## src/rtl/xt_pkg.sv

```systemverilog
package xt_pkg;
    localparam int CNT_W  = 24;
    localparam int ADR_W  = 32;
    localparam int REG_AW = 4;
    localparam int STAT_N = 2;

    typedef enum logic [0:0] {
        ST_IDLE = 1'b0,
        ST_RUN  = 1'b1
    } cnt_state_e;
endpackage

```

## src/rtl/xt_step_reg.sv

```systemverilog
module xt_step_reg #(
    parameter int W    = 32,
    parameter bit DOWN = 1'b0
) (
    input  logic           clk,
    input  logic           rst_n,
    input  logic [W/8-1:0] byte_we,
    input  logic [7:0]     wdata,
    input  logic           clr,
    input  logic           step,
    output logic [W-1:0]   q
);
    localparam int NB = W / 8;

    logic [W-1:0] merged;
    logic [W-1:0] stepped;

    // byte writes land before the step
    always_comb begin
        merged = q;
        for (int i = 0; i < NB; i++) begin
            if (byte_we[i]) merged[i*8 +: 8] = wdata;
        end
    end

    generate
        if (DOWN) begin : g_down
            assign stepped = merged - W'(1);
        end else begin : g_up
            assign stepped = merged + W'(1);
        end
    endgenerate

    always_ff @(posedge clk or negedge rst_n) begin
        if (!rst_n)     q <= '0;
        else if (clr)   q <= '0;
        else if (step)  q <= stepped;
        else            q <= merged;
    end

    p_step_one_r3: assert property (@(posedge clk) disable iff (!rst_n)
        (step && !clr && byte_we == '0) |=>
        (q == (DOWN ? $past(q) - W'(1) : $past(q) + W'(1))));

    p_hold_r4: assert property (@(posedge clk) disable iff (!rst_n)
        (!step && !clr && byte_we == '0) |=> $stable(q));

    p_clear_zero_r7: assert property (@(posedge clk) disable iff (!rst_n)
        clr |=> (q == '0));
endmodule

```

## src/rtl/xt_count.sv

```systemverilog
module xt_count
    import xt_pkg::*;
#(
    parameter int W = 24
) (
    input  logic           clk,
    input  logic           rst_n,
    input  logic [W/8-1:0] byte_we,
    input  logic [7:0]     wdata,
    input  logic           commit,
    input  logic           clr,
    output logic [W-1:0]   count,
    output logic           commit_eff,
    output logic           done_evt,
    output logic           wrap_evt
);
    localparam int NB = W / 8;

    cnt_state_e   state_q, state_d;
    logic [W-1:0] merged;
    logic [W-1:0] fut;

    assign commit_eff = commit && !clr;

    xt_step_reg #(.W(W), .DOWN(1'b1)) u_cnt (
        .clk     (clk),
        .rst_n   (rst_n),
        .byte_we (byte_we),
        .wdata   (wdata),
        .clr     (clr),
        .step    (commit_eff),
        .q       (count)
    );

    always_comb begin
        merged = count;
        for (int i = 0; i < NB; i++) begin
            if (byte_we[i]) merged[i*8 +: 8] = wdata;
        end
        if (clr)             fut = '0;
        else if (commit_eff) fut = merged - W'(1);
        else                 fut = merged;
    end

    // next-state logic: LOAD, WRAP, DRAIN, CLEAR
    always_comb begin
        state_d = state_q;
        unique case (state_q)
            ST_IDLE: if (fut != '0) state_d = ST_RUN;
            ST_RUN:  if (fut == '0) state_d = ST_IDLE;
            default: state_d = ST_IDLE;
        endcase
    end

    always_ff @(posedge clk or negedge rst_n) begin
        if (!rst_n) state_q <= ST_IDLE;
        else        state_q <= state_d;
    end

    // event outputs
    always_comb begin
        done_evt = commit_eff && (merged == W'(1));
        wrap_evt = commit_eff && (merged == '0);
    end

    p_state_match_r2: assert property (@(posedge clk) disable iff (!rst_n)
        ((state_q == ST_RUN) == (count != '0)));

    p_wrap_full_r6: assert property (@(posedge clk) disable iff (!rst_n)
        wrap_evt |=> (count == '1));

    p_done_idle_r5: assert property (@(posedge clk) disable iff (!rst_n)
        done_evt |=> (count == '0 && state_q == ST_IDLE));
endmodule

```

## src/rtl/xt_status.sv

```systemverilog
module xt_status #(
    parameter int N = 2
) (
    input  logic         clk,
    input  logic         rst_n,
    input  logic [N-1:0] set,
    input  logic         clr_we,
    input  logic [N-1:0] clr_bits,
    input  logic         en_we,
    input  logic [N-1:0] en_bits,
    output logic [N-1:0] stat,
    output logic [N-1:0] en,
    output logic         irq
);
    logic [N-1:0] clr_mask;

    assign clr_mask = clr_we ? clr_bits : '0;

    always_ff @(posedge clk or negedge rst_n) begin
        if (!rst_n) begin
            stat <= '0;
            en   <= '0;
        end else begin
            stat <= (stat & ~clr_mask) | set;
            if (en_we) en <= en_bits;
        end
    end

    assign irq = |(stat & en);

    generate
        for (genvar b = 0; b < N; b++) begin : g_chk
            p_w1c_r8: assert property (@(posedge clk) disable iff (!rst_n)
                (clr_mask[b] && !set[b]) |=> !stat[b]);
            p_set_wins_r5: assert property (@(posedge clk) disable iff (!rst_n)
                set[b] |=> stat[b]);
        end
    endgenerate
endmodule

```

## src/rtl/xfer_tally.sv

```systemverilog
module xfer_tally
    import xt_pkg::*;
#(
    parameter int CW = CNT_W,
    parameter int AW = ADR_W,
    parameter int RW = REG_AW,
    parameter int SN = STAT_N
) (
    input  logic          clk,
    input  logic          rst_n,
    input  logic [RW-1:0] reg_addr,
    input  logic          reg_we,
    input  logic [7:0]    reg_wdata,
    output logic [7:0]    reg_rdata,
    input  logic          commit_stb,
    input  logic          prefetch_stb,
    output logic          irq
);
    localparam int CB     = CW / 8;
    localparam int AB     = AW / 8;
    localparam int O_CNT  = 0;
    localparam int O_HADR = O_CNT + CB;
    localparam int O_SADR = O_HADR + AB;
    localparam int O_CTRL = O_SADR + AB;
    localparam int O_STAT = O_CTRL + 1;
    localparam int O_IEN  = O_STAT + 1;

    logic [CB-1:0] cnt_we;
    logic [AB-1:0] adr_we;
    logic          clr_cnt;
    logic [CW-1:0] count;
    logic [AW-1:0] hadr, sadr;
    logic          commit_eff, done_evt, wrap_evt;
    logic [SN-1:0] stat, en;
    int            a;

    assign a = int'(reg_addr);

    always_comb begin
        for (int i = 0; i < CB; i++) cnt_we[i] = reg_we && (a == O_CNT + i);
        for (int i = 0; i < AB; i++) adr_we[i] = reg_we && (a == O_HADR + i);
    end
    assign clr_cnt = reg_we && (a == O_CTRL) && reg_wdata[0];

    xt_count #(.W(CW)) u_count (
        .clk        (clk),
        .rst_n      (rst_n),
        .byte_we    (cnt_we),
        .wdata      (reg_wdata),
        .commit     (commit_stb),
        .clr        (clr_cnt),
        .count      (count),
        .commit_eff (commit_eff),
        .done_evt   (done_evt),
        .wrap_evt   (wrap_evt)
    );

    xt_step_reg #(.W(AW), .DOWN(1'b0)) u_host (
        .clk     (clk),
        .rst_n   (rst_n),
        .byte_we (adr_we),
        .wdata   (reg_wdata),
        .clr     (1'b0),
        .step    (prefetch_stb),
        .q       (hadr)
    );

    xt_step_reg #(.W(AW), .DOWN(1'b0)) u_shadow (
        .clk     (clk),
        .rst_n   (rst_n),
        .byte_we (adr_we),
        .wdata   (reg_wdata),
        .clr     (1'b0),
        .step    (commit_eff),
        .q       (sadr)
    );

    xt_status #(.N(SN)) u_status (
        .clk      (clk),
        .rst_n    (rst_n),
        .set      ({wrap_evt, done_evt}),
        .clr_we   (reg_we && (a == O_STAT)),
        .clr_bits (reg_wdata[SN-1:0]),
        .en_we    (reg_we && (a == O_IEN)),
        .en_bits  (reg_wdata[SN-1:0]),
        .stat     (stat),
        .en       (en),
        .irq      (irq)
    );

    always_comb begin
        reg_rdata = '0;
        for (int i = 0; i < CB; i++) if (a == O_CNT + i)  reg_rdata = count[i*8 +: 8];
        for (int i = 0; i < AB; i++) if (a == O_HADR + i) reg_rdata = hadr[i*8 +: 8];
        for (int i = 0; i < AB; i++) if (a == O_SADR + i) reg_rdata = sadr[i*8 +: 8];
        if (a == O_STAT) reg_rdata[SN-1:0] = stat;
        if (a == O_IEN)  reg_rdata[SN-1:0] = en;
    end

    p_lockstep_r3: assert property (@(posedge clk) disable iff (!rst_n)
        (commit_eff && adr_we == '0 && cnt_we == '0) |=>
        ((sadr - $past(sadr)) == ($past(count) - count)
         || ($past(count) == '0 && count == '1)));

    p_irq_rises_r9: assert property (@(posedge clk) disable iff (!rst_n)
        $rose(irq) |-> (stat != $past(stat) || en != $past(en)));
endmodule

```

## config.mk

```make
export PLATFORM = sky130hd
export DESIGN_NAME = xfer_tally
export DESIGN_NICKNAME = d
export VERILOG_FILES = /design/src/rtl/xt_pkg.sv /design/src/rtl/xt_step_reg.sv /design/src/rtl/xt_count.sv /design/src/rtl/xt_status.sv /design/src/rtl/xfer_tally.sv
export SDC_FILE = /design/constraint.sdc
export NUM_CORES = 1
export LEC_CHECK = 0
export BUFFER_PORTS_ARGS = -buffer_cell sky130_fd_sc_hd__buf_4
export CORE_UTILIZATION = 65
export DETAILED_ROUTE_END_ITERATION = 8
export HOLD_SLACK_MARGIN = 0.02
export PLACE_DENSITY = 0.8
export SETUP_SLACK_MARGIN = 0.05
export SLEW_MARGIN = 20
export SYNTH_ARGS = -nofsm -noshare
export SYNTH_HDL_FRONTEND = slang
export SYNTH_SLANG_ARGS = --single-unit
```

## constraint.sdc

```tcl
create_clock -name clk -period 5.5 [get_ports clk]
set_clock_uncertainty 0.2 [all_clocks]
set_input_delay 0 -clock clk [delete_from_list [all_inputs] [get_ports clk]]
set_output_delay 0 -clock clk [all_outputs]
set_load 0.03 [all_outputs]
```

==> results.cfg, run 1 <==
[power]
p_total_w = 0.002580
power.density_nw_per_um2 = 334.3
peakVddDrop_uv = 288.0
power_leakage_nw = 3.170

[sta]
slew_headroom = 0.3502
whs_ps = 48.03
grt_setup_unrepaired = no
fmax_ghz = 0.2550
worst_pin_slew_ps = 974.7
finalHoldViolCount = 0
setup_viol = 0
report.final.slew_viol_count = 0
post-route-min-period_ps = 3922
setup_tns_ps = 0
finalCritPeriodShare = 0.7131

[flow_run]
drv_cap = 0

[detailed_routing]
postRouteAntennaNets = 0
initialDrtViolationCount = 1077
route.detailed.drc = 0
vias = 7232
wl_per_cell_um = 24.84
vias_per_cell = 7.218
wl_um = 24890
firstDrtPassIters = 5

[clock_network]
cts_made_buffers = 9
cts-root-buf = clkbuf_8
cts.sink_count = 92
cts_setup_buffers = 0
cts_max_level = 3
cts.path.max_buffers = 2
clk_latency_ps = 400
cts_tree = built
clkTransAtPathRegs_ps = 100

[logic_synthesis]
synthArstFlopShare = 1.000
netlist_top_cells_area = dfrtp_1 (32%), mux2i_1 (8.0%), xnor2_1 (7.8%)
synth_nets = 875
synth_flop_cell = dfrtp_1
avgSynthCellArea_um2 = 8.321
synth.distinct_cells = 74
synth_area_leader_cell = dfrtp_1
ys_seq_area_frac = 0.3236
synth_edf_count = 0
synthCells = 855
synth_top_area_frac = 0.3236
yosysWarnings = 0
ys_ff_latch = 92
netlist_area_um2 = 7114

[setup_path]
path_cells = dlygate4sd3_1 > buf_4 > or3b_2 > nor2_1 > nand2_1 > nand2_1 > ha_1 > o211ai_1 > a221oi_1 > and2_1 > nand2_1 > xnor2_1 > mux2i_1
cp-end-kind = flop
cpPeakStageDelay_ps = 780
critPathRequiredTime_ps = 5630
r2r_slack_ps = 2380
r2r_cells = 7
r2r-end = u_shadow.q[21]$_DFF_PN0_
crit_type = input pin to flop
crit-reg2reg-launch = u_shadow.q[8]$_DFF_PN0_
crit_arrival_ps = 4050
cp-start-kind = input pin
crit_top_cell = nand2_1
slowest_stage = a221oi_1
worstPathMaxFanout = 23

[layout]
fillerInstances = 765
fin_cells = 1002
stdcell_area_um2 = 7717
antenna_cells = 0
area_delta_synth_final_pct = 8.477
drive_gt1_frac = 0.09353
nets = 881

[place]
dpl_cell_area_um2 = 7308
dp_hpwl_um = 17140
gp_congestion = 1.002
dp.cells = 968
port-buffer-count = 25

[worst_hold_path]
hold_end = u_status.stat[1]$_DFF_PN0_
min_from = reg_addr[2]
hold_depth = 5
hold_path_class = input pin to flop

[grt]
grt_pass1_vias = 6871
grt_pass1_wl_um = 38420
grt_overflow = 0
grt_use_total = 0.4551
antenna_found_initial = 0
grt_max_degree = 48

[floorplanning]
io_pins = 26
initial_utilization = 0.6800
die_h_um = 106.6
core_area_um2 = 10460
die_w_um = 106.6
fp.dieArea_um2 = 11370
rows = 37

[status]
status = complete, no violations
[cell families (layout without fill, tap and decap cells)]
family,count (synthesis),count (layout),share of synthesized area
DFF,92,92,0.3236
adders and majority gates,3,3,0.005277
and+or+nand+nor,346,346,0.2339
AOI/OAI and AO/OA,178,178,0.1678
xor gates and xnor gates,99,99,0.1219
muxes,73,73,0.1119
buffers and inverters,64,75,0.03570
[critical path: cells and delay by family]
kind	cells	cell delay, ps
adder cells (fa/ha/maj)	1	150
buffers and inverters	2	750
AO/OA/AOI/OAI	2	900
AND/OR/NAND/NOR	6	1930
multiplexers	1	160
XOR/XNOR	1	150
[routing by layer]
| layer | GRT usage | routed length, um | vias to the layer above |
|---|---|---|---|
| met5 | 0 | 0 | - |
| met4 | 0.2446 | 1338 | 0 |
| met3 | 0.1295 | 3314 | 124 |
| met2 | 0.6889 | 10970 | 618 |
| met1 | 0.5890 | 9266 | 3407 |
| li1 | - | - | 3083 |
[state kept, by name, indices dropped and copies added (netlist names)]
name / cells
u_status.en: 2
u_host.q: 32
u_shadow.q: 32
u_status.stat: 2
u_count.u_cnt.q: 24
[Yosys cell counts, drive strengths merged, types with 2 or more instances]
| cell | instances |
|---|---|
| inv | 7 |
| nor2 | 79 |
| o221ai | 5 |
| nand2b | 7 |
| a22oi | 16 |
| a221oi | 3 |
| nor2b | 6 |
| o31ai | 4 |
| nand3b | 3 |
| dfrtp | 92 |
| nor4 | 8 |
| and3 | 20 |
| and2 | 12 |
| o221a | 3 |
| mux2 | 12 |
| nor3 | 21 |
| ha | 3 |
| nand2 | 109 |
| o211ai | 10 |
| xor2 | 36 |
| a31oi | 11 |
| and4 | 4 |
| nand3 | 43 |
| nand4 | 14 |
| mux2i | 57 |
| a211oi | 7 |
| a22o | 2 |
| or2 | 3 |
| o21ai | 40 |
| or4 | 2 |
| mux4 | 4 |
| buf | 13 |
| a21oi | 34 |
| a21o | 6 |
| o21a | 6 |
| a21boi | 3 |
| or3 | 7 |
| nor3b | 4 |
| o22ai | 11 |
| xnor2 | 63 |
| clkbuf | 43 |
| and3b | 2 |
[worst max path at each step]
stage	start	endpoint	slack, ps	cells after the start
3_5_place_dp	reg_addr[0]	u_shadow.q[18]$_DFF_PN0_	1730	11
4_1_cts	reg_addr[3]	u_shadow.q[18]$_DFF_PN0_	1720	13
3_3_place_gp	reg_addr[0]	u_shadow.q[14]$_DFF_PN0_	1870	11
2_1_floorplan	reg_addr[2]	u_shadow.q[18]$_DFF_PN0_	2490	14
6_report	reg_addr[3]	u_shadow.q[18]$_DFF_PN0_	1580	13
5_1_grt	reg_addr[3]	u_shadow.q[18]$_DFF_PN0_	1400	13
[what timing repair did]
item	in CTS	in global routing
hold endpoints to repair	115	0
hold buffers	18	0
gates resized for setup	0	0
[layout by cell type (no fill, tap or decap), drive strengths merged, types with 8 or more instances in the layout]
| master | count |
|---|---|
| a21oi | 34 |
| a22oi | 16 |
| a31oi | 11 |
| and2 | 12 |
| and3 | 20 |
| buf | 34 |
| clkbuf | 11 |
| dfrtp | 92 |
| dlygate4sd3 | 17 |
| mux2 | 12 |
| mux2i | 57 |
| nand2 | 109 |
| nand3 | 43 |
| nand4 | 14 |
| nor2 | 79 |
| nor3 | 21 |
| nor4 | 8 |
| o211ai | 10 |
| o21ai | 40 |
| o22ai | 11 |
| xnor2 | 63 |
| xor2 | 36 |
[through the flow]
| stage | util | setup slack (ps) |
|---|---|---|
| after CTS | 0.7376 | 1717 |
| after detailed placement | 0.6985 | 1731 |
| after global routing | 0.7376 | 1404 |
| after global placement | 0.6985 | 1868 |
| final | 0.7376 | 1578 |
| after floorplan | - | 2493 |
[cell type report]
class | count | area (um^2) | share of cell area
multi-input cells | 699 | 4558 | 0.5906
clock inverters | 5 | 60.06 | 0.007782
clock buffers | 11 | 151.4 | 0.01962
inverters | 8 | 30.03 | 0.003891
repair buffers | 51 | 445.4 | 0.05772
well taps | 136 | 170.2 | 0.02205
flip-flops and latches | 92 | 2302 | 0.2983
[report_power, final]
part | switching (W) | internal [W]
Sequential | 0.000275 | 0.000884
Clock | 0.000269 | 0.000236
Combinational | 0.000510 | 0.000406
Total | 0.00105 | 0.00153
Power figures use the tool's default switching activity.
==> run 2: changes to the inputs <==
- CORE_UTILIZATION: 65 -> 63
- PLACE_DENSITY: 0.8 -> 0.78
- clock period: 5.5 -> 4 ns (I/O delays scaled with it)
==> run 2 against run 1 <==
Sequential cell count did not move. Final area rose by 1.2%. Power rose by 47%. Global-route usage fell by 1.4 points. Clock power rose by 83%. Core utilization fell by 2.4 points. Critical path depth fell by 4. Final cell count rose by 0.60%. Wire length fell by 1.2%. Via count fell by 1.2%. First-iteration DRC count rose by 0.93%. Non-clock buffer count rose by 2. Critical endpoint is now u_shadow.q[21]$_DFF_PN0_.
==> results.cfg, run 2 (synthesis results as in run 1) <==
[status]
status = complete, no violations

[place]
gp_congestion = 1.021
post-place-ws_ps = 773.5
dp_hpwl_um = 17410
port-buffer-count = 25
dp.cells = 978
dpl_cell_area_um2 = 7358

[detailed_routing]
firstDrtPassIters = 8
vias = 7147
wl_um = 24600
postRouteAntennaNets = 0
vias_per_cell = 7.090
initialDrtViolationCount = 1087
route.detailed.drc = 0
wl_per_cell_um = 24.40

[floorplanning]
initial_utilization = 0.6506
core_area_um2 = 10940
die_h_um = 108.3
fp.dieArea_um2 = 11720
rows = 38
io_pins = 26
die_w_um = 108.3

[layout]
fin_cells = 1008
nets = 883
stdcell_area_um2 = 7809
area_delta_synth_final_pct = 9.761
final_common_cell = nand2_1
final_cell_mix = nand2_1 (109), dfrtp_1 (92), nor2_1 (78)
drive_gt1_frac = 0.09908
fillerInstances = 878
regArea_um2 = 2302
antenna_cells = 0
top_regs = u_host.q: 32 flops, u_shadow.q: 32 flops, u_count.u_cnt.q: 24 flops
multi_input_area_um2 = 4558

[sta]
finalHoldViolCount = 0
slew_headroom = 0.3688
worst_pin_slew_ps = 942.6
fmax_ghz = 0.2908
setup_tns_ps = 0
report.final.slew_viol_count = 0
post-route-min-period_ps = 3439
fin_ws_ps = 561.2
setup_viol = 0
finalCritPeriodShare = 0.8597
grt_setup_unrepaired = no

[setup_path]
crit-reg2reg-launch = u_shadow.q[8]$_DFF_PN0_
critPathRequiredTime_ps = 4040
cp-start-kind = input pin
slowest_stage = a222oi_1
crit_path_start = reg_wdata[1]
crit_arrival_ps = 3480
path_cells = dlygate4sd3_1 > buf_4 > nand3_1 > or4_1 > a222oi_1 > nand4_2 > nor2_1 > xnor2_1 > mux2i_1
cp-end-kind = flop
cpPeakStageDelay_ps = 810
worstPathMaxFanout = 29
crit_type = input pin to flop

[clock_network]
cts-root-buf = clkbuf_16
clk_latency_ps = 370
cts_max_level = 3
cts_made_buffers = 9
cts.sink_count = 92
cts_tree = built
cts.path.max_buffers = 2
clkTransAtPathRegs_ps = 80

[grt]
grt_pass1_vias = 6971
grt_pass1_wl_um = 38410
grt_max_degree = 62
grt_use_total = 0.4409
antenna_found_initial = 0
grt_overflow = 0

[flow_run]
drv_cap = 0

[worst_hold_path]
min_from = reg_addr[3]
hold_path_class = input pin to flop

[power]
peakVddDrop_uv = 408.8
power_leakage_nw = 3.221
p_total_w = 0.003793
power.density_nw_per_um2 = 485.8
run 2: through the flow:
stage | hold slack [ps] | util
floorplan | -495.6 | -
global placement | -78.40 | 0.6729
detailed placement | -62.65 | 0.6729
CTS | 36.98 | 0.7141
global route | 119.5 | 0.7141
finish | 48.11 | 0.7141
run 2: final timing paths:
check / endpoint / slack [ps] / cells after the start
min in group asynchronous: u_host.q[15]$_DFF_PN0_ / 70 / 2
setup / recovery: u_shadow.q[21]$_DFF_PN0_ / 560 / 9
hold reg to reg: u_status.stat[1]$_DFF_PN0_ / 370 / 1
setup reg to reg: u_shadow.q[21]$_DFF_PN0_ / 1010 / 7
hold / removal: u_status.stat[1]$_DFF_PN0_ / 50 / 5
max in group asynchronous: u_host.q[28]$_DFF_PN0_ / 2570 / 3
run 2: per-layer routing:
metal / GRT usage / routed length (um) / up-vias
li1: - / - / 3092
met1: 0.5694 / 9178 / 3352
met2: 0.6606 / 10860 / 571
met3: 0.1103 / 2987 / 132
met4: 0.2770 / 1570 / 0
met5: 0 / 0 / -
run 2: layout make-up:
class                   count  share of cell area
flip-flops and latches     92              0.2948
repair buffers             53             0.05544
clock inverters             5            0.007371
multi-input cells         699              0.5837
well taps                 140             0.02243
clock buffers              11             0.03237
inverters                   8            0.003846
run 2: power by group:
part / switching (W) / internal (W)
Clock: 0.000402 / 0.000522
Combinational: 0.000693 / 0.000556
Sequential: 0.000403 / 0.00122
run 2: worst max-delay path, delay by kind of cell:
kind | cells | cell delay, ps
mux | 1 | 100
xor+xnor | 1 | 150
buf+inv | 2 | 860
compound gates | 1 | 810
simple gates | 4 | 1540
run 2: what timing repair did:
| item | in CTS | in global routing |
|---|---|---|
| hold endpoints to repair | 110 | 0 |
| setup buffers | 0 | 0 |
| gates resized for setup | 0 | 0 |
| hold buffers | 14 | 0 |
